$ cat src/rtl/pp_dma_pkg.sv
`timescale 1ns/1ps
package pp_dma_pkg;
  localparam int ST_RUN   = 0;
  localparam int ST_IE    = 1;
  localparam int ST_ERR   = 2;
  localparam int ST_DONEA = 3;
  localparam int ST_STRTA = 4;
  localparam int ST_DONEB = 5;
  localparam int ST_STRTB = 6;
  localparam int ST_BIU   = 7;

  localparam int CF_DIR   = 0;
  localparam int CF_SWAP  = 1;
  localparam int CF_BURST = 2;
  localparam int CF_WIDE  = 3;

  function automatic logic [1:0] unit_bytes(input logic wide);
    return wide ? 2'd2 : 2'd1;
  endfunction

  function automatic logic [3:0] burst_units(input logic b8);
    return b8 ? 4'd8 : 4'd4;
  endfunction

  function automatic logic [3:0] lane_be(input logic [1:0] a, input logic wide);
    if (wide) return a[1] ? 4'b1100 : 4'b0011;
    return 4'b0001 << a;
  endfunction

  function automatic logic [31:0] pack_unit(input logic [15:0] d, input logic wide,
                                            input logic swap);
    logic [15:0] u;
    u = swap ? {d[7:0], d[15:8]} : d;
    return wide ? {u, u} : {4{d[7:0]}};
  endfunction

  function automatic logic [15:0] pick_unit(input logic [31:0] w, input logic [1:0] a,
                                            input logic wide, input logic swap);
    logic [15:0] h;
    h = a[1] ? w[31:16] : w[15:0];
    if (wide) return swap ? {h[7:0], h[15:8]} : h;
    return {8'h00, w[{a, 3'b000} +: 8]};
  endfunction

  function automatic logic addr_ok(input logic [31:0] a, input logic wide,
                                   input logic [31:0] limit);
    return (a < limit) && !(wide && a[0]);
  endfunction
endpackage

$ cat src/rtl/pp_dma_slot.sv
`timescale 1ns/1ps
module pp_dma_slot #(
  parameter int AW = 32,
  parameter int CW = 13
) (
  input  logic          clk,
  input  logic          rst_n,
  input  logic          wr_start,
  input  logic          wr_count,
  input  logic [AW-1:0] start_in,
  input  logic [CW-1:0] count_in,
  input  logic          adv,
  input  logic [1:0]    step,
  output logic [AW-1:0] addr,
  output logic [CW-1:0] cnt
);
  logic [CW-1:0] step_w;
  assign step_w = {{(CW-2){1'b0}}, step};

  always_ff @(posedge clk or negedge rst_n) begin
    if (!rst_n) begin
      addr <= '0;
      cnt  <= '0;
    end else if (adv) begin
      addr <= addr + {{(AW-2){1'b0}}, step};
      cnt  <= (cnt > step_w) ? cnt - step_w : '0;
    end else begin
      if (wr_start) addr <= start_in;
      if (wr_count) cnt  <= count_in;
    end
  end

  assert_count_falls_R5: assert property (@(posedge clk) disable iff (!rst_n)
    adv |=> (cnt < $past(cnt)));
endmodule

$ cat src/rtl/pp_dma_engine.sv
`timescale 1ns/1ps
module pp_dma_engine
  import pp_dma_pkg::*;
#(
  parameter int AW        = 32,
  parameter int CW        = 13,
  parameter int MEM_BYTES = 4096
) (
  input  logic          clk,
  input  logic          rst_n,
  input  logic          run,
  input  logic          strt,
  input  logic [AW-1:0] cur_addr,
  input  logic [CW-1:0] cur_cnt,
  input  logic [3:0]    cfg,
  input  logic          dev_req,
  input  logic [15:0]   dev_din,
  input  logic [31:0]   mem_rdata,
  output logic          unit_adv,
  output logic          slot_end,
  output logic          fault,
  output logic [1:0]    step,
  output logic          mem_en,
  output logic          mem_we,
  output logic [AW-1:0] mem_addr,
  output logic [3:0]    mem_be,
  output logic [31:0]   mem_wdata,
  output logic [15:0]   dev_dout,
  output logic          dev_dstb,
  output logic          dev_ack
);
  logic       busy;
  logic [3:0] beat;
  logic       go, ok, last_unit, burst_done, wide;

  assign wide       = cfg[CF_WIDE];
  assign step       = unit_bytes(wide);
  assign go         = busy && run && strt && (cur_cnt != '0);
  assign ok         = addr_ok(32'(cur_addr), wide, 32'(MEM_BYTES));
  assign fault      = go && !ok;
  assign unit_adv   = go && ok;
  assign last_unit  = cur_cnt <= {{(CW-2){1'b0}}, step};
  assign slot_end   = unit_adv && last_unit;
  assign burst_done = unit_adv && (last_unit || beat == burst_units(cfg[CF_BURST]) - 4'd1);
  assign dev_ack    = burst_done;

  always_ff @(posedge clk or negedge rst_n) begin
    if (!rst_n) begin
      busy <= 1'b0;
      beat <= '0;
    end else if (!busy) begin
      busy <= run && strt && dev_req && (cur_cnt != '0);
      beat <= '0;
    end else if (!go || fault || burst_done) begin
      busy <= 1'b0;
    end else begin
      beat <= beat + 4'd1;
    end
  end

  assign mem_en    = unit_adv;
  assign mem_we    = unit_adv && cfg[CF_DIR];
  assign mem_addr  = cur_addr;
  assign mem_be    = unit_adv ? lane_be(cur_addr[1:0], wide) : 4'b0000;
  assign mem_wdata = pack_unit(dev_din, wide, cfg[CF_SWAP]);
  assign dev_dout  = pick_unit(mem_rdata, cur_addr[1:0], wide, cfg[CF_SWAP]);
  assign dev_dstb  = unit_adv && !cfg[CF_DIR];

  assert_ack_single_R5: assert property (@(posedge clk) disable iff (!rst_n)
    dev_ack |=> !dev_ack);
endmodule

$ cat src/rtl/pp_dma_chan.sv
`timescale 1ns/1ps
module pp_dma_chan
  import pp_dma_pkg::*;
#(
  parameter int AW        = 32,
  parameter int CW        = 13,
  parameter int MEM_BYTES = 4096
) (
  input  logic          clk,
  input  logic          rst_n,
  input  logic          reg_we,
  input  logic [4:0]    reg_addr,
  input  logic [31:0]   reg_wdata,
  output logic [31:0]   reg_rdata,
  input  logic          dev_req,
  input  logic [15:0]   dev_din,
  output logic [15:0]   dev_dout,
  output logic          dev_dstb,
  output logic          dev_ack,
  output logic          mem_en,
  output logic          mem_we,
  output logic [AW-1:0] mem_addr,
  output logic [3:0]    mem_be,
  output logic [31:0]   mem_wdata,
  input  logic [31:0]   mem_rdata,
  output logic          irq
);
  localparam int NSLOT = 2;

  logic [31:0]   cfg;
  logic [7:0]    status, st_sw, st_nx;
  logic [AW-1:0] slot_addr [NSLOT];
  logic [CW-1:0] slot_cnt  [NSLOT];
  logic          act, cur_strt, unit_adv, slot_end, fault;
  logic [1:0]    step;
  logic          sel_set, sel_clr;

  assign act      = status[ST_BIU];
  assign cur_strt = act ? status[ST_STRTB] : status[ST_STRTA];
  assign sel_set  = reg_we && reg_addr == 5'h04;
  assign sel_clr  = reg_we && reg_addr == 5'h08;

  for (genvar s = 0; s < NSLOT; s++) begin : g_slot
    pp_dma_slot #(.AW(AW), .CW(CW)) u_slot (
      .clk      (clk),
      .rst_n    (rst_n),
      .wr_start (reg_we && reg_addr == 5'(16 + 8 * s)),
      .wr_count (reg_we && reg_addr == 5'(20 + 8 * s)),
      .start_in ({reg_wdata[AW-1:2], 2'b00}),
      .count_in (reg_wdata[CW-1:0]),
      .adv      (unit_adv && (act == 1'(s))),
      .step     (step),
      .addr     (slot_addr[s]),
      .cnt      (slot_cnt[s])
    );
  end

  pp_dma_engine #(.AW(AW), .CW(CW), .MEM_BYTES(MEM_BYTES)) u_eng (
    .clk       (clk),
    .rst_n     (rst_n),
    .run       (status[ST_RUN]),
    .strt      (cur_strt),
    .cur_addr  (slot_addr[act]),
    .cur_cnt   (slot_cnt[act]),
    .cfg       (cfg[3:0]),
    .dev_req   (dev_req),
    .dev_din   (dev_din),
    .mem_rdata (mem_rdata),
    .unit_adv  (unit_adv),
    .slot_end  (slot_end),
    .fault     (fault),
    .step      (step),
    .mem_en    (mem_en),
    .mem_we    (mem_we),
    .mem_addr  (mem_addr),
    .mem_be    (mem_be),
    .mem_wdata (mem_wdata),
    .dev_dout  (dev_dout),
    .dev_dstb  (dev_dstb),
    .dev_ack   (dev_ack)
  );

  // Software first, hardware events on top: hardware wins a same-cycle conflict.
  always_comb begin
    st_sw = status;
    if (sel_set) st_sw = st_sw | reg_wdata[7:0];
    if (sel_clr) st_sw = st_sw & ~reg_wdata[7:0];
    st_nx = st_sw;
    if (slot_end) begin
      if (act) begin
        st_nx[ST_DONEB] = 1'b1;
        st_nx[ST_STRTB] = 1'b0;
        if (st_sw[ST_STRTA]) st_nx[ST_BIU] = 1'b0;
      end else begin
        st_nx[ST_DONEA] = 1'b1;
        st_nx[ST_STRTA] = 1'b0;
        if (st_sw[ST_STRTB]) st_nx[ST_BIU] = 1'b1;
      end
    end
    if (fault) begin
      st_nx[ST_ERR] = 1'b1;
      st_nx[ST_RUN] = 1'b0;
    end
  end

  always_ff @(posedge clk or negedge rst_n) begin
    if (!rst_n) begin
      status <= '0;
      cfg    <= '0;
    end else begin
      status <= st_nx;
      if (reg_we && reg_addr == 5'h00) cfg <= reg_wdata;
    end
  end

  always_comb begin
    case (reg_addr)
      5'h00:   reg_rdata = cfg;
      5'h0C:   reg_rdata = {24'h0, status};
      5'h10:   reg_rdata = 32'(slot_addr[0]);
      5'h14:   reg_rdata = 32'(slot_cnt[0]);
      5'h18:   reg_rdata = 32'(slot_addr[1]);
      5'h1C:   reg_rdata = 32'(slot_cnt[1]);
      default: reg_rdata = '0;
    endcase
  end

  assign irq = status[ST_IE] &&
               (status[ST_ERR] || status[ST_DONEA] || status[ST_DONEB]);

  assert_fault_halts_R9: assert property (@(posedge clk) disable iff (!rst_n)
    fault |=> (status[ST_ERR] && !status[ST_RUN]));

  assert_end_marks_done_R6: assert property (@(posedge clk) disable iff (!rst_n)
    (slot_end && !act) |=> (status[ST_DONEA] && !status[ST_STRTA]));

  assert_done_sticky_R10: assert property (@(posedge clk) disable iff (!rst_n)
    (status[ST_DONEA] && !(sel_clr && reg_wdata[ST_DONEA])) |=> status[ST_DONEA]);
endmodule

$ cat config.mk
export PLATFORM = sky130hd
export DESIGN_NAME = pp_dma_chan
export DESIGN_NICKNAME = d
export VERILOG_FILES = /design/src/rtl/pp_dma_pkg.sv /design/src/rtl/pp_dma_slot.sv /design/src/rtl/pp_dma_engine.sv /design/src/rtl/pp_dma_chan.sv
export SDC_FILE = /design/constraint.sdc
export NUM_CORES = 1
export LEC_CHECK = 0
export ABC_CLOCK_PERIOD_IN_PS = 4000
export BUFFER_PORTS_ARGS = -buffer_cell sky130_fd_sc_hd__buf_2
export CAP_MARGIN = 5
export CORE_MARGIN = 3
export CORE_UTILIZATION = 40
export DETAILED_ROUTE_END_ITERATION = 6
export PLACE_DENSITY_LB_ADDON = 0.08
export SLEW_MARGIN = 20
export SYNTH_ARGS = -nofsm -noshare
export SYNTH_HDL_FRONTEND = slang
export SYNTH_SLANG_ARGS = --single-unit
$ cat constraint.sdc
create_clock -name clk -period 4 [get_ports clk]
set_input_delay 0.4 -clock clk [delete_from_list [all_inputs] [get_ports clk]]
set_output_delay 0.4 -clock clk [all_outputs]
set_load 0.01 [all_outputs]
Yosys cells after proc, flatten, opt, wreduce, memory -nomap -nowiden
Index checks and enable logic that the tools add are counted.
W data, S select, Z words.
{ "word_totals": {"register_bits": 135, "latch_bits": 0, "mem_bits_rw": 0, "romBits": 0, "input_bits": 89, "mem_count": 0} }
{ "op_classes": {"add_sub_neg": 6, "n_mul": 0, "div_mod_pow": 0, "order_cmp": 5, "eq_ne": 9, "shift": 2, "mux": 45, "bitwise": 5, "n_reduce_logical": 39} }
{ "op_table": {"columns": ["cell", "n"], "rows": [
  ["$mux W32", 8],
  ["$pmux W32 S6", 1],
  ["$mux W13", 9],
  ["$mux W16", 5],
  ["$add A32 B2 Y32", 2],
  ["$lt A32 B13 Y1 const B", 1],
  ["$shiftx A32 B6 Y8", 1],
  ["$mux W4", 7],
  ["$gt A13 B2 Y1", 2],
  ["$sub A13 B2 Y13", 2],
  ["$logic_and A1 B1 Y1", 24],
  ["$eq A5 B5 Y1 const B", 4],
  ["$mux W8", 2],
  ["$le A13 B2 Y1", 1],
  ["$reduce_bool A13 Y1", 1],
  ["$eq A5 B4 Y1 const B", 2],
  ["$mux W1", 9],
  ["$and A8 B8 Y8", 1],
  ["$not A8 Y8", 1],
  ["$or A8 B8 Y8", 1],
  ["$reduce_bool A2 Y1", 4],
  ["$mux W2", 3],
  ["$eq A5 B3 Y1 const B", 1],
  ["$logic_not A5 Y1", 1],
  ["other kinds (11)", 18]
]} }

Logic depth before layout (Yosys ltp)
{ "depth": {"depth_word": 13, "depth_mapped": 11, "mapped_depth_nobuf": 9} }

By module
From an unflattened synthesis, not the netlist that was laid out.
{ "hier_totals": {"hier_cells": 1099, "area_unflattened_um2": 10262.3} }
{ "modules_own_cells": {"columns": ["module", "n_inst", "cells_per_inst", "area_each_um2", "seq_area_each_um2"], "rows": [
  ["pp_dma_chan", 1, 282, 2945.3, 1001.0],
  ["pp_dma_slot (g_slot[1].u_slot)", 1, 323, 2879.0, 1126.1],
  ["pp_dma_slot (g_slot[0].u_slot)", 1, 324, 2876.5, 1126.1],
  ["pp_dma_engine", 1, 170, 1561.5, 125.1]
]} }

Least setup slack after synthesis
OpenSTA, ideal clock, no wires.
{ "synth_timing": {"path_type": "flip-flop to flip-flop", "start": "register cfg[3]", "end": "register g_slot[1].u_slot.cnt[5]", "t_arrival_ps": 2798, "t_required_ps": 3931, "slack_ps": 1133, "path_stages_with_launch": 11, "path_buffers": 2, "path_cell_list": "dfrtp_1 > clkbuf_1 > inv_1 > ha_1 > nor2b_1 > o21ai_0 > a41oi_1 > or4b_1 > buf_2 > o32a_1 > nand3_1"} }
{ "synth_via": {"elab_chain_cells": 6} }
{ "synth_lines": {"columns": ["item", "line_no", "rtl"], "rows": [
  ["start, declared", "pp_dma_chan.sv:30", "logic [31:0] cfg;"],
  ["start signal, assigned", "pp_dma_chan.sv:112", "if (reg_we && reg_addr == 5'h00) cfg <= reg_wdata;"],
  ["parallel branches: the longest is 6 deep, another holds $sub A13 B2 Y13", null, null],
  ["end signal, assigned", "pp_dma_slot.sv:26", "cnt <= (cnt > step_w) ? cnt - step_w : '0;"],
  ["end signal, assigned", "pp_dma_slot.sv:29", "if (wr_count) cnt <= count_in;"],
  ["end, declared", "pp_dma_slot.sv:15", "output logic [CW-1:0] cnt"]
]} }
Several ways; the timed one is not identified.
A chain may end at the register's enable or synchronous reset.

Worst setup path in the final report
{ "layout_timing": {"start": "register status[7]", "end": "output port mem_we"} }
{ "layout_via": {"elab_chain_cells": 9} }
{ "layout_lines": {"columns": ["item", "line_no", "rtl"], "rows": [
  ["start, declared", "pp_dma_chan.sv:31", "logic [7:0] status, st_sw, st_nx;"],
  ["start signal, assigned", "pp_dma_chan.sv:111", "status <= st_nx;"],
  ["parallel branches: the longest is 7 deep, another holds $lt A32 B13 Y1", null, null],
  ["$logic_and A1 B1 Y1 (*)", "pp_dma_engine.sv:41", "assign unit_adv = go && ok;"],
  ["$logic_and A1 B1 Y1 (*)", "pp_dma_engine.sv:62", "assign mem_we = unit_adv && cfg[CF_DIR];"],
  ["end, declared", "pp_dma_chan.sv:21", "output logic mem_we,"]
]} }
Mark *: on every way between the ends. The select of a mux whose other input is x is not followed.

==> metrics.txt <==
Placed Instances 1525; Main synth FF type dfrtp_1; Final TNS setup 0 ns; crit path DAT 3.27 ns; Int Pwr 3.34 mW; Comb power frac 32.7%; drt first pass iters 7; nets 1337; outcome finished with violations; setup bufs post-CTS 0; Hold Path Stages 3; largest net degree at the start of global routing 101; Power Density 475 nW/um2; Crit path max-delay family simple AND/OR/NAND/NOR gates; Vias/cell 5.92; Core Footprint 22900 um2; chip width 160 um; std cell rows 55; Clk pwr share 30.4%; H-tree levels 4; CTS sink count 135; Sw Share 38.2%; crit path launch type flop; asr flop ratio synth 100%; crit path time final 3.67 ns; Crit path buffers/inverters 3; clock slew at reported path FFs 0.07 ns; Detail Placement HPWL 24700 um; final wirelength 34600 um; DIE AREA 25500 um2; reg2reg setup slack 0.53 ns; Chip Height 160 um; routed via count 9245; Synth warnings 0; drt wl/cell 22.2 um; number of distinct library cells after synthesis 73; Hold Startpoint reg_wdata[21]; crit-path max FO 24; Critical Path Max Stage Delay 0.66 ns; Num CTS Buffers 17; Initial Utilization 41.2%; post-synthesis register bit count 135; period utilisation layout 91.8%; CTS tree yes; port buffer count 209; clock root buffer clkbuf_16; Max Slew Vio Count 0; RSZ-0062 raised after global routing false; R2R cell count 7; Reg power frac 36.9%; max_cap viols 0; actual slew at the worst max-slew pin 0.908 ns; Final Wtd Congestion 0.881; launching point of the worst reg2reg path status[7]$_DFF_PN0_; maximum clock path buffer count 2; register area share after synthesis 35.8%; Synth Instances 1065; Avg Cell Area, Syn 8.86 um2; # setup viols final 0; CP max stage cell or4_4; Non-Filler Instances 1561; final core occ 49.7%; RR Endpoint g_slot[0].u_slot.cnt[9]$_DFFE_PN0P_; P_sw 2.07 mW; vias in the first global route 8989; CP required 3.60 ns; gr usage total 26.7%; grt ovf 0; Rel. slew slack 38.9%; cell chain of the critical path buf_4 -> or4_1 -> o22ai_2 -> nand4_2 -> or4_4 -> inv_2 -> and2_1 -> buf_2; total power draw 5.41 mW; Pleak 5.18 nW; initial antenna violation count 2; Skew-Pair Late Insertion Delay 0.44 ns; Starting DRT DRC Count 912; Final ANT Viol Nets 0; Post-DP Area 10700 um2; syn_nets 1169; # DRC 9; failing checks DRC; # IOs 210; cell area after layout 11400 um2; Hold Vio Cnt, Final 0; Worst VDD drop 0.000254 V; critical setup path kind reg2out; global-route wire length before repair 54000 um; Clock Skew 0.0150 ns; Hold EP g_slot[0].u_slot.addr[21]$_DFFE_PN0P_; Worst Setup End Kind output port; share of layout cells above drive strength 1 33.3%; EDFF count, synth 0; min-delay worst type in2reg; Layout area overhead 20.7%; Cell Area, Synth 9440 um2; f_max 272 MHz
-- worst min-delay path: stages --
cell and delay (ns):
buf_2 0.11, nand2_1 0.05, a21oi_1 0.05
-- final cells by class --
type                       instances  area, um2
timing repair buffer             244       1360
fill                            2222      11500
inverter                          23       86.3
multi-input combinational        812       5560
clock buffer                      17        425
tap                              313        392
antenna                            2       5.00
clock inverter                    15        181
sequential                       135       3380
-- power groups by stage --
stage / sequential [mW] / clock (mW) / combinational [mW]
finish: 2.00 / 1.65 / 1.77
floorplan: 1.85 / 0 / 1.24
global route: 2.04 / 1.72 / 1.95
global placement: 2.01 / 0 / 1.74
CTS: 1.99 / 1.67 / 1.77
detailed placement: 2.01 / 0 / 1.76
-- registers in the layout (all words and copies together), names as in the netlist, named ones only --
name and flops:
u_eng.beat 4, g_slot.u_slot.addr 64, g_slot.u_slot.cnt 26, cfg 32, status 7, u_eng.busy 1
-- layout by cell type, fill, tap and decap left out, drive strengths merged, types with 5 or more instances in the layout --
master and n:
and3 29, nand2b 6, o22ai 16, a221oi 6, nor2 34, or4 11
clkbuf 17, dfrtp 135, a22oi 40, or3 16, ha 11, buf 243
or2 11, inv 32, a21oi 49, nor2b 5, a211oi 9, o21ai 43
nand3 51, a31oi 15, o221a 8, nor4 13, mux2i 45, mux2 93
o211a 6, and2 10, nand2 168, or4b 5, o21a 5, nor3 34
a21o 8, nand4 10
-- worst max path at each step --
| stage | start | to | slack (ns) | cells past startpoint |
|---|---|---|---|---|
| after floorplan | cfg[3]$_DFFE_PN0P_ | g_slot[1].u_slot.cnt[5]$_DFFE_PN0P_ | 1.13 | 10 |
| after global placement | status[7]$_DFF_PN0_ | mem_be[3] | 0.62 | 7 |
| after detailed placement | status[7]$_DFF_PN0_ | g_slot[0].u_slot.cnt[9]$_DFFE_PN0P_ | 0.56 | 7 |
| after CTS | status[7]$_DFF_PN0_ | mem_we | 0.12 | 8 |
| after global routing | status[7]$_DFF_PN0_ | mem_be[2] | 0.15 | 7 |
| final | status[7]$_DFF_PN0_ | mem_we | 0.33 | 8 |
-- layer usage --
metal  wire [um]  vias to the layer above  GRT usage, %  part of all wire, %
met1       15700                     4563          38.3                   45
met2       15900                      366          41.0                   46
li1            -                     4260             -                    -
met3        2250                       56          4.45                  6.5
met4         795                        0          8.87                  2.3
met5           0                        -             0                    0
-- cell usage after synthesis, types with 10 or more instances --
master	number	area, um2
or2_2	11	68.8
dfrtp_1	135	3380
or4_1	11	82.6
inv_1	21	78.8
mux2_2	93	1050
nand2_1	168	631
or3_1	16	100
buf_4	18	135
a22oi_1	40	300
o22ai_1	13	81.3
buf_2	10	50.1
ha_1	11	138
nor2_1	32	120
nor4_1	10	62.6
nor3_1	34	170
nand3_1	51	255
o21ai_0	43	215
mux2i_1	45	450
clkbuf_1	58	218
a31oi_1	15	93.8
a21oi_1	49	245
and3_1	29	181
-- metrics by stage --
stage	hold slack, ns	setup slack (ns)
2_1_floorplan	0.104	1.13
3_3_place_gp	0.488	0.623
3_5_place_dp	0.495	0.564
4_1_cts	0.151	0.122
5_1_grt	0.214	0.151
6_report	0.210	0.327
-- cell families (layout without fill, tap and decap cells) --
logic type / Yosys count / after routing / synth area share, %
AOI/OAI and AO/OA: 242 / 242 / 17.8
DFF: 135 / 135 / 35.8
adders and majority gates: 15 / 15 / 2.31
buffers and inverters: 118 / 299 / 5.70
muxes: 139 / 139 / 16.1
xor gates and xnor gates: 3 / 3 / 0.278
other: 0 / 2 / 0
and+or+nand+nor: 413 / 413 / 22.0
-- timing repair --
item,CTS,global route
resized for setup,0,1
setup endpoints to repair,0,4
hold buffers,0,1
hold endpoints to repair,0,45
(Power assumes the default switching activity.)
